**src/rtl/usb_susp_mon.sv**
```systemverilog
module usb_susp_mon #(
  parameter int IDLE_CLKS = 18000,
  parameter int RST_CLKS  = 15,
  parameter int AW        = 7
) (
  input  logic          clk,
  input  logic          rst_n,
  input  logic [1:0]    line_i,
  input  logic          susp_i,
  input  logic          rsmo_i,
  input  logic          addr_we_i,
  input  logic [AW-1:0] addr_wdata_i,
  output logic          bus_rst_o,
  output logic          susp_req_o,
  output logic          resume_o,
  output logic          eng_clk_en_o,
  output logic          drive_k_o,
  output logic [AW-1:0] dev_addr_o
);

  localparam logic [1:0] LS_SE0 = 2'b00;
  localparam logic [1:0] LS_J   = 2'b01;
  localparam int IW = $clog2(IDLE_CLKS + 1);
  localparam int RW = $clog2(RST_CLKS + 1);
  localparam logic [IW-1:0] IDLE_MAX  = IW'(IDLE_CLKS);
  localparam logic [IW-1:0] IDLE_LAST = IW'(IDLE_CLKS - 1);
  localparam logic [RW-1:0] RST_MAX   = RW'(RST_CLKS);
  localparam logic [RW-1:0] RST_LAST  = RW'(RST_CLKS - 1);

  logic [1:0]    sync1, ls, ls_prev;
  logic [IW-1:0] idle_cnt;
  logic [RW-1:0] se0_cnt;
  logic          act_prev;

  wire activity  = (ls != LS_J) || (ls != ls_prev);
  wire is_se0    = (ls == LS_SE0);
  wire idle_hit  = !activity && (idle_cnt == IDLE_LAST);
  wire reset_hit = is_se0 && (se0_cnt == RST_LAST);
  wire wake_hit  = susp_i && !drive_k_o && activity && !act_prev;

  always_ff @(posedge clk or negedge rst_n) begin
    if (!rst_n) begin
      sync1   <= LS_J;
      ls      <= LS_J;
      ls_prev <= LS_J;
    end else begin
      sync1   <= line_i;
      ls      <= sync1;
      ls_prev <= ls;
    end
  end

  always_ff @(posedge clk or negedge rst_n) begin
    if (!rst_n)                idle_cnt <= '0;
    else if (activity)         idle_cnt <= '0;
    else if (idle_cnt != IDLE_MAX) idle_cnt <= idle_cnt + 1'b1;
  end

  always_ff @(posedge clk or negedge rst_n) begin
    if (!rst_n)               se0_cnt <= '0;
    else if (!is_se0)         se0_cnt <= '0;
    else if (se0_cnt != RST_MAX) se0_cnt <= se0_cnt + 1'b1;
  end

  always_ff @(posedge clk or negedge rst_n) begin
    if (!rst_n) begin
      act_prev     <= 1'b0;
      bus_rst_o    <= 1'b0;
      susp_req_o   <= 1'b0;
      resume_o     <= 1'b0;
      eng_clk_en_o <= 1'b1;
      drive_k_o    <= 1'b0;
    end else begin
      act_prev     <= activity;
      bus_rst_o    <= reset_hit;
      susp_req_o   <= idle_hit;
      resume_o     <= wake_hit;
      eng_clk_en_o <= !susp_i;
      drive_k_o    <= susp_i && rsmo_i;
    end
  end

  always_ff @(posedge clk or negedge rst_n) begin
    if (!rst_n)         dev_addr_o <= '0;
    else if (reset_hit) dev_addr_o <= '0;
    else if (addr_we_i) dev_addr_o <= addr_wdata_i;
  end

endmodule

```
**config.mk**
```make
export PLATFORM = sky130hd
export DESIGN_NAME = usb_susp_mon
export DESIGN_NICKNAME = d
export VERILOG_FILES = /design/src/rtl/usb_susp_mon.sv
export SDC_FILE = /design/constraint.sdc
export NUM_CORES = 1
export LEC_CHECK = 0
export CAP_MARGIN = 20
export CELL_PAD_IN_SITES_DETAIL_PLACEMENT = 1
export CELL_PAD_IN_SITES_GLOBAL_PLACEMENT = 1
export CORE_MARGIN = 1.5
export CORE_UTILIZATION = 37
export DETAILED_ROUTE_END_ITERATION = 10
export PLACE_DENSITY_LB_ADDON = 0.1
export SKIP_CTS_REPAIR_TIMING = 1
export SLEW_MARGIN = 20
export SYNTH_ARGS = -nofsm -noshare
export SYNTH_HDL_FRONTEND = slang
export SYNTH_SLANG_ARGS = --single-unit
```
**constraint.sdc**
```tcl
create_clock -name clk -period 1.4 [get_ports clk]
set_input_delay 0.28 -clock clk [delete_from_list [all_inputs] [get_ports clk]]
set_output_delay 0.28 -clock clk [all_outputs]
set_load 0.02 [all_outputs]
```
==> Word level (Yosys, flattened, before mapping) <==
Cells that the tools add are included.
Widths: inputs -> output; s select.
{ "totals": {"out_inout_bits": 12, "register_bits": 38} }
{ "op_classes": {"eq_ne": 7, "add_sub_neg": 2, "n_reduce_logical": 14, "mux": 6} }
{ "ops": {"columns": ["operator", "n"], "rows": [
  ["$mux 15", 2],
  ["$add 15x1->15 const B", 1],
  ["$eq 15x15->1 const B", 1],
  ["$ne 15x15->1 const B", 1],
  ["$mux 7", 2],
  ["$mux 4", 2],
  ["$logic_and 1x1->1", 6],
  ["$add 4x1->4 const B", 1],
  ["$eq 4x4->1 const B", 1],
  ["$logic_not 1->1", 4],
  ["$ne 2x1->1 const B", 2],
  ["$ne 4x4->1 const B", 1],
  ["$reduce_bool 2->1", 2],
  ["$logic_not 2->1", 1],
  ["$ne 2x2->1", 1],
  ["$logic_or 1x1->1", 1]
]} }

==> Longest topological paths before layout <==
Gate-level depths: netlist of the first run.
{ "logic_depth": {"depth_word": 4, "ltp_mapped": 6} }

==> Least setup slack after synthesis of the first run <==
Ideal clock, no wire load.
{ "synth_timing": {"kind": "register to register", "from": "register ls_prev[0]", "to": "register susp_req_o", "required_ns": 1.333, "path_stages_with_launch": 7, "arrival_ns": 1.257, "period_less_slack_ns": 1.324, "setup_ns": 0.067, "setup_slack_ns": 0.076, "cell_sequence": "dfstp_2 -> nor3b_1 -> and2_1 -> buf_2 -> inv_2 -> nor3_1 -> and3_1"} }
{ "synth_between": {"elab_chain_cells": 4} }
{ "synth_lines": {"columns": ["element", "line_no", "source"], "rows": [
  ["start: declaration", "30", "logic [1:0] sync1, ls, ls_prev;"],
  ["start signal: assignment", "49", "ls_prev <= ls;"],
  ["$ne 2x2->1", "35", "wire activity = (ls != LS_J) || (ls != ls_prev);"],
  ["$logic_or 1x1->1", "35", null],
  ["$logic_not 1->1", "37", "wire idle_hit = !activity && (idle_cnt == IDLE_LAST);"],
  ["$logic_and 1x1->1", "37", null],
  ["via idle_hit", "37", null],
  ["end signal: assignment", "76", "susp_req_o <= idle_hit;"],
  ["end: declaration", "14", "output logic susp_req_o,"]
]} }
The timed path passes the listed nets, and every way through them passes these cells.
A chain may end at the register's enable or synchronous reset.

==> Worst setup path after layout of the first run <==
{ "layout_timing": {"from": "register idle_cnt[1]", "to": "register idle_cnt[8]"} }
{ "layout_between": {"elab_chain_cells": 3} }
{ "layout_lines": {"columns": ["element", "line_no", "source"], "rows": [
  ["start: declaration", "31", "logic [IW-1:0] idle_cnt;"],
  ["start signal: assignment", "56", "else if (idle_cnt != IDLE_MAX) idle_cnt <= idle_cnt + 1'b1;"],
  ["$add 15x1->15", "56", null],
  ["$mux 15", "56", null],
  ["$mux 15", "55", "else if (activity) idle_cnt <= '0;"]
]} }
Parallel ways exist; a longest one is shown, timed or not. The select of a mux whose other input is x is not followed.

==> results_dict.tcl, run 1 <==
set metrics [dict create \
    synth_area_per_cell_um2 11.4 \
    cp.required_ps 1610 \
    die_w_um 70.3 \
    worstPathMaxFanout 5 \
    final_nets 215 \
    die_height_um 70.3 \
    grt-ovfl-total 0 \
    synth_fp_nets 166 \
    use_met1 0.208 \
    critPathKind "reg -> reg" \
    hold_path.class "reg -> reg" \
    p_int_mw 1.78 \
    cts-root-buf "clkbuf_8" \
    busiest_layer "met2" \
    fmax_ghz 0.720 \
    yosysSeqAreaShare 0.571 \
    syn_area_um2 1680 \
    post-place-ws_ps -59.6 \
    cp.arrival_ps 1600 \
    p_seq_frac 0.515 \
    numCtsBuffers 5 \
    critPathMaxStageDelay_ps 430 \
    drt-pass1-iter-count 4 \
    slew_violations 0 \
    clk-insertion-delay-late_ps 280 \
    setup_viol 0 \
    ant_nets 0 \
    final_common_cell "dfrtp_1" \
    use_met3 0.0375 \
    cts_sinks 38 \
    area.growth.synth_to_final_pct 42.3 \
    place.gp.congestion 0.805 \
    synth_cell_types 31 \
    ys_seq_elements 38 \
    grt_max_degree 39 \
    p_leak_nw 1.13 \
    cpMaxStageDelayCell "dfrtp_1" \
    clk_pin_slew_ps 70 \
    track_usage 0.165 \
    finalCritPeriodShare 0.992 \
    htree_levels 2 \
    clockPowerShare 0.394 \
    grt_pass1_wl_um 6420 \
    mostFrequentLayoutCells "dfrtp_1, buf_4, nor2_1" \
    drive_above_1_share 0.294 \
    remaining_drc_errors 0 \
    met2_usage 0.279 \
    end_kind "flop" \
    switchingPower_uw 479 \
    start_util 0.385 \
    tightest_slew_ps 377 \
    diodes 0 \
    status "finished clean" \
    setup_slack_ps 10.5 \
    port_buffers 25 \
    finalHoldViolCount 0 \
    drt-total-wl_um 4080 \
    grt_antenna_before_repair 0 \
    routed_via_density 5.10 \
    slew_headroom 0.748 \
    dp_hpwl_um 2790 \
    clk_path_buf_depth 2 \
    wl_per_cell_um 16.4 \
    powerDensity_nw_per_um2 947 \
    rsz0062_at_grt "true" \
    swShare 0.212 \
    final.setup_skew_ps 4.04 \
    cts_tree "done" \
    vdd_drop_max_mv 0.438 \
    cap_violations 0 \
    start_kind "flop" \
    vias 1270 \
    total_power_mw 2.26 \
    yosys_warnings 0 \
    fp.dieArea_um2 4940 \
    rows 24 \
    p_comb_frac 0.091 \
    syn_inst 147 \
    fin_crit_ps 1390 \
    coreArea_um2 4350 \
    first_iter_violations 36 \
    grt_pass1_vias 1355 \
    crit_chain "ha_2 > nand3_2 > or3_1 > a21oi_2" \
    io_pins 26 \
]
power groups by stage:
stage / sequential, mW / combinational [mW] / clock (mW)
detailed placement: 1.18 / 0.209 / 0
floorplan: 1.21 / 0.0417 / 0
global route: 1.17 / 0.224 / 0.972
finish: 1.16 / 0.206 / 0.889
CTS: 1.16 / 0.210 / 0.916
global placement: 1.18 / 0.203 / 0
flip-flops by register name (all words and copies together) (netlist names):
register / cells
idle_cnt: 15
susp_req_o: 1
act_prev: 1
ls_prev: 2
bus_rst_o: 1
se0_cnt: 4
resume_o: 1
ls: 2
eng_clk_en_o: 1
sync1: 2
dev_addr_o: 7
drive_k_o: 1
metrics by stage:
step	hold WS, ps	TNS (ps)	utilization	instance area (um2)	instances
after detailed placement	339	-83.0	0.486	2120	236
final	353	0	0.548	2380	249
after CTS	356	-1880	0.511	2220	244
after global placement	333	-16.7	0.486	2120	236
after global routing	360	-308	0.548	2380	249
after floorplan	-15.6	0	-	1680	147
layout make-up:
type / count / area (um2)
clock buffers: 7 / 76.3
repair buffers: 45 / 455
clock inverters: 1 / 30.0
flip-flops and latches: 38 / 960
well taps: 52 / 65.1
fillers: 469 / 1970
inverters: 8 / 30.0
multi-input cells: 98 / 768
Yosys cell counts:
| cell type | n | area (um2) |
|---|---|---|
| dfrtp_1 | 34 | 851 |
| nor2_1 | 17 | 63.8 |
| mux2i_1 | 9 | 90.1 |
| xnor2_1 | 9 | 78.8 |
| nand2_1 | 8 | 30.0 |
| nor3_1 | 8 | 40.0 |
| inv_1 | 7 | 26.3 |
| nand3_1 | 7 | 35.0 |
| ha_1 | 5 | 62.6 |
| dfstp_2 | 4 | 105 |
| nor4_2 | 4 | 50.1 |
| o21ai_0 | 4 | 20.0 |
| nor2_2 | 3 | 18.8 |
| a2111oi_0 | 2 | 17.5 |
| a21oi_1 | 2 | 10.0 |
| and2_1 | 2 | 12.5 |
| and3_1 | 2 | 12.5 |
| buf_2 | 2 | 10.0 |
| clkbuf_1 | 2 | 7.51 |
| nand3b_1 | 2 | 15.0 |
| nand4_1 | 2 | 12.5 |
| or3_1 | 2 | 12.5 |
| xor2_1 | 2 | 17.5 |
| a31oi_1 | 1 | 6.26 |
| and4_1 | 1 | 8.76 |
| and4bb_2 | 1 | 12.5 |
| inv_2 | 1 | 3.75 |
| nand4_4 | 1 | 21.3 |
| nor3b_1 | 1 | 7.51 |
| nor4_1 | 1 | 6.26 |
| nor4bb_1 | 1 | 10.0 |
cells by family (layout without fill, tap and decap cells):
logic type / Yosys count / in the layout / synth area share
fa+ha+maj: 5 / 5 / 0.0373
mux: 9 / 9 / 0.0538
simple gates: 63 / 64 / 0.220
xor+xnor: 11 / 11 / 0.0575
flops: 38 / 38 / 0.571
buf+inv: 12 / 61 / 0.0284
compound gates: 9 / 9 / 0.0321
routing by layer:
metal	wire length, um	share of wire	up-vias
met5	0	0	-
met4	46	0.011	0
met3	161	0.039	7
met2	2110	0.52	30
met1	1760	0.43	633
li1	-	-	600
final timing paths:
path                       cells after the start                 endpoint  slack, ps               startpoint
max in group asynchronous                      2   eng_clk_en_o$_DFF_PN1_        770                    rst_n
min in group asynchronous                      2   se0_cnt[3]$_DFFE_PN0P_        380                    rst_n
min                                            0          ls[1]$_DFF_PN0_        350       sync1[1]$_DFF_PN0_
min reg2reg                                    0          ls[1]$_DFF_PN0_        350       sync1[1]$_DFF_PN0_
max reg2reg                                    4  idle_cnt[8]$_DFFE_PN0P_         10  idle_cnt[1]$_DFFE_PN0P_
max                                            4  idle_cnt[8]$_DFFE_PN0P_         10  idle_cnt[1]$_DFFE_PN0P_
critical path: cells and delay by family (launching register included):
| kind | cells | cell delay (ps) |
|---|---|---|
| and+or+nand+nor | 2 | 510 |
| DFF | 1 | 430 |
| adders and majority gates | 1 | 210 |
| AOI/OAI and AO/OA | 1 | 160 |
(Power assumes the default switching activity.)
==> run 2, diff against run 1 <==
- clock period: 1.4 -> 1.2 ns (I/O delays scaled with it)
==> run 2 against run 1 <==
The flow now finishes with violations (setup timing); clock power grew 1%; clock skew is essentially flat; first-iteration DRC count is 36% higher; sequential share of layout area down 5.4 points; register-to-register slack got worse by 340 ps; core utilization increased by 9.0 points; critical path type unchanged; largest cell class is now multi-input gates; highest routed layer unchanged.
==> results_dict.tcl, run 2 (synthesis results as in run 1) <==
set metrics [dict create \
    finalHoldViolCount 0 \
    tightest_slew_ps 351 \
    finalCritPeriodShare 1.27 \
    rsz0062_at_grt "true" \
    largest_register_ffs 15 \
    die_height_um 70.3 \
    cp.arrival_ps 1730 \
    setup_tns_ps -2270 \
    ant_nets 0 \
    io_pins 26 \
    start_util 0.385 \
    final_nets 231 \
    die_w_um 70.3 \
    cts-root-buf "clkbuf_8" \
    start_kind "flop" \
    drt-total-wl_um 4780 \
    end_kind "flop" \
    largest_register "idle_cnt" \
    mostFrequentLayoutCells "buf_4, dfrtp_1, clkdlybuf4s50_1" \
    grt-ovfl-total 0 \
    p_leak_nw 1.29 \
    reg_top3 "idle_cnt: 15 flops, dev_addr_o: 7 flops, se0_cnt: 4 flops" \
    slew_headroom 0.764 \
    track_usage 0.175 \
    wl_per_cell_um 18.0 \
    vdd_drop_max_mv 0.445 \
    fp.dieArea_um2 4940 \
    rows 24 \
    remaining_drc_errors 0 \
    ff2ff_path_depth 4 \
    cts_tree "done" \
    cts_sinks 38 \
    port_buffers 25 \
    hold_path.class "in -> async" \
    grt_pass1_vias 1423 \
    powerDensity_nw_per_um2 911 \
    cap_violations 0 \
    numCtsBuffers 5 \
    nFillCells 432 \
    final.setup_skew_ps 3.94 \
    final_common_cell "buf_4" \
    routed_via_density 5.09 \
    grt_max_degree 39 \
    slew_violations 0 \
    first_iter_violations 49 \
    worstPathMaxFanout 3 \
    grt_pass1_wl_um 6690 \
    clk-insertion-delay-late_ps 290 \
    fmax_ghz 0.654 \
    clk_pin_slew_ps 70 \
    total_power_mw 2.53 \
    htree_levels 2 \
    critPathKind "reg -> reg" \
    violations "setup timing" \
    setup_slack_ps -329 \
    area.growth.synth_to_final_pct 65.8 \
    fin_crit_ps 1530 \
    grt_antenna_before_repair 0 \
    cp.required_ps 1400 \
    status "finished with violations" \
    drive_above_1_share 0.516 \
    drt-pass1-iter-count 4 \
    clk_path_buf_depth 2 \
    coreArea_um2 4350 \
    diodes 0 \
    setup_viol 17 \
    vias 1349 \
    dp_hpwl_um 2950 \
    place.gp.congestion 0.789 \
    whs_ps 329 \
]
run 2: changes by cell type in the layout (fill, tap and decap cells not counted), sizes merged:
cell	before	now
buf	20	36
bufinv	1	0
clkbuf	7	8
dlymetal6s2s	12	11
clkinv	0	1
run 2: critical path, cell delays in order, from the launching register on:
cell and delay, ps:
dfrtp_1 400, nor3_2 230, nor4bb_4 300, and3_4 280, mux2i_2 230
run 2: area by class of cell:
class | instances | area, um2 | share of cell area
Clock buffer | 7 | 86.3 | 0.0311
Clock inverter | 1 | 5.00 | 0.00180
Inverter | 8 | 37.5 | 0.0135
Multi-Input combinational cell | 98 | 997 | 0.359
Sequential cell | 38 | 967 | 0.348
Tap cell | 52 | 65.1 | 0.0234
Timing Repair Buffer | 61 | 619 | 0.223
run 2: worst paths after layout:
check                                              start                       to  slack, ps
worst max-delay path            idle_cnt[12]$_DFFE_PN0P_  idle_cnt[1]$_DFFE_PN0P_       -330
worst min-delay path                               rst_n   se0_cnt[0]$_DFFE_PN0P_        330
worst max register to register  idle_cnt[12]$_DFFE_PN0P_  idle_cnt[1]$_DFFE_PN0P_       -330
worst min register to register        sync1[1]$_DFF_PN0_          ls[1]$_DFF_PN0_        360
max in group asynchronous                          rst_n          ls[0]$_DFF_PN1_        620
min in group clk                      sync1[1]$_DFF_PN0_          ls[1]$_DFF_PN0_        360
run 2: metal layers:
layer | share of wire | global-route usage
met1 | 0.40 | 0.205
met2 | 0.54 | 0.302
met3 | 0.039 | 0.0447
met4 | 0.025 | 0.0726
met5 | 0 | 0
run 2: report_power, final:
group,leakage [nW],total [mW],switching (mW),internal (mW)
logic,0.774,0.276,0.130,0.145
clock network,0.0482,0.898,0.435,0.463
registers,0.472,1.36,0.0274,1.33
run 2: per-stage QoR:
| step | std cells | cell area, um2 | worst slack [ps] | util |
|---|---|---|---|---|
| finish | 265 | 2780 | -329 | 0.638 |
| global route | 265 | 2780 | -431 | 0.638 |
| CTS | 258 | 2360 | -448 | 0.541 |
| detailed placement | 250 | 2270 | -305 | 0.520 |
| global placement | 250 | 2270 | -192 | 0.520 |
| floorplan | 147 | 1720 | -39.5 | - |
==> run 3, diff against run 2 <==
- SLEW_MARGIN: 20 -> 10
==> results of run 3 <==
Same layout as run 2: the final DEF is identical, and so are final timing and power.
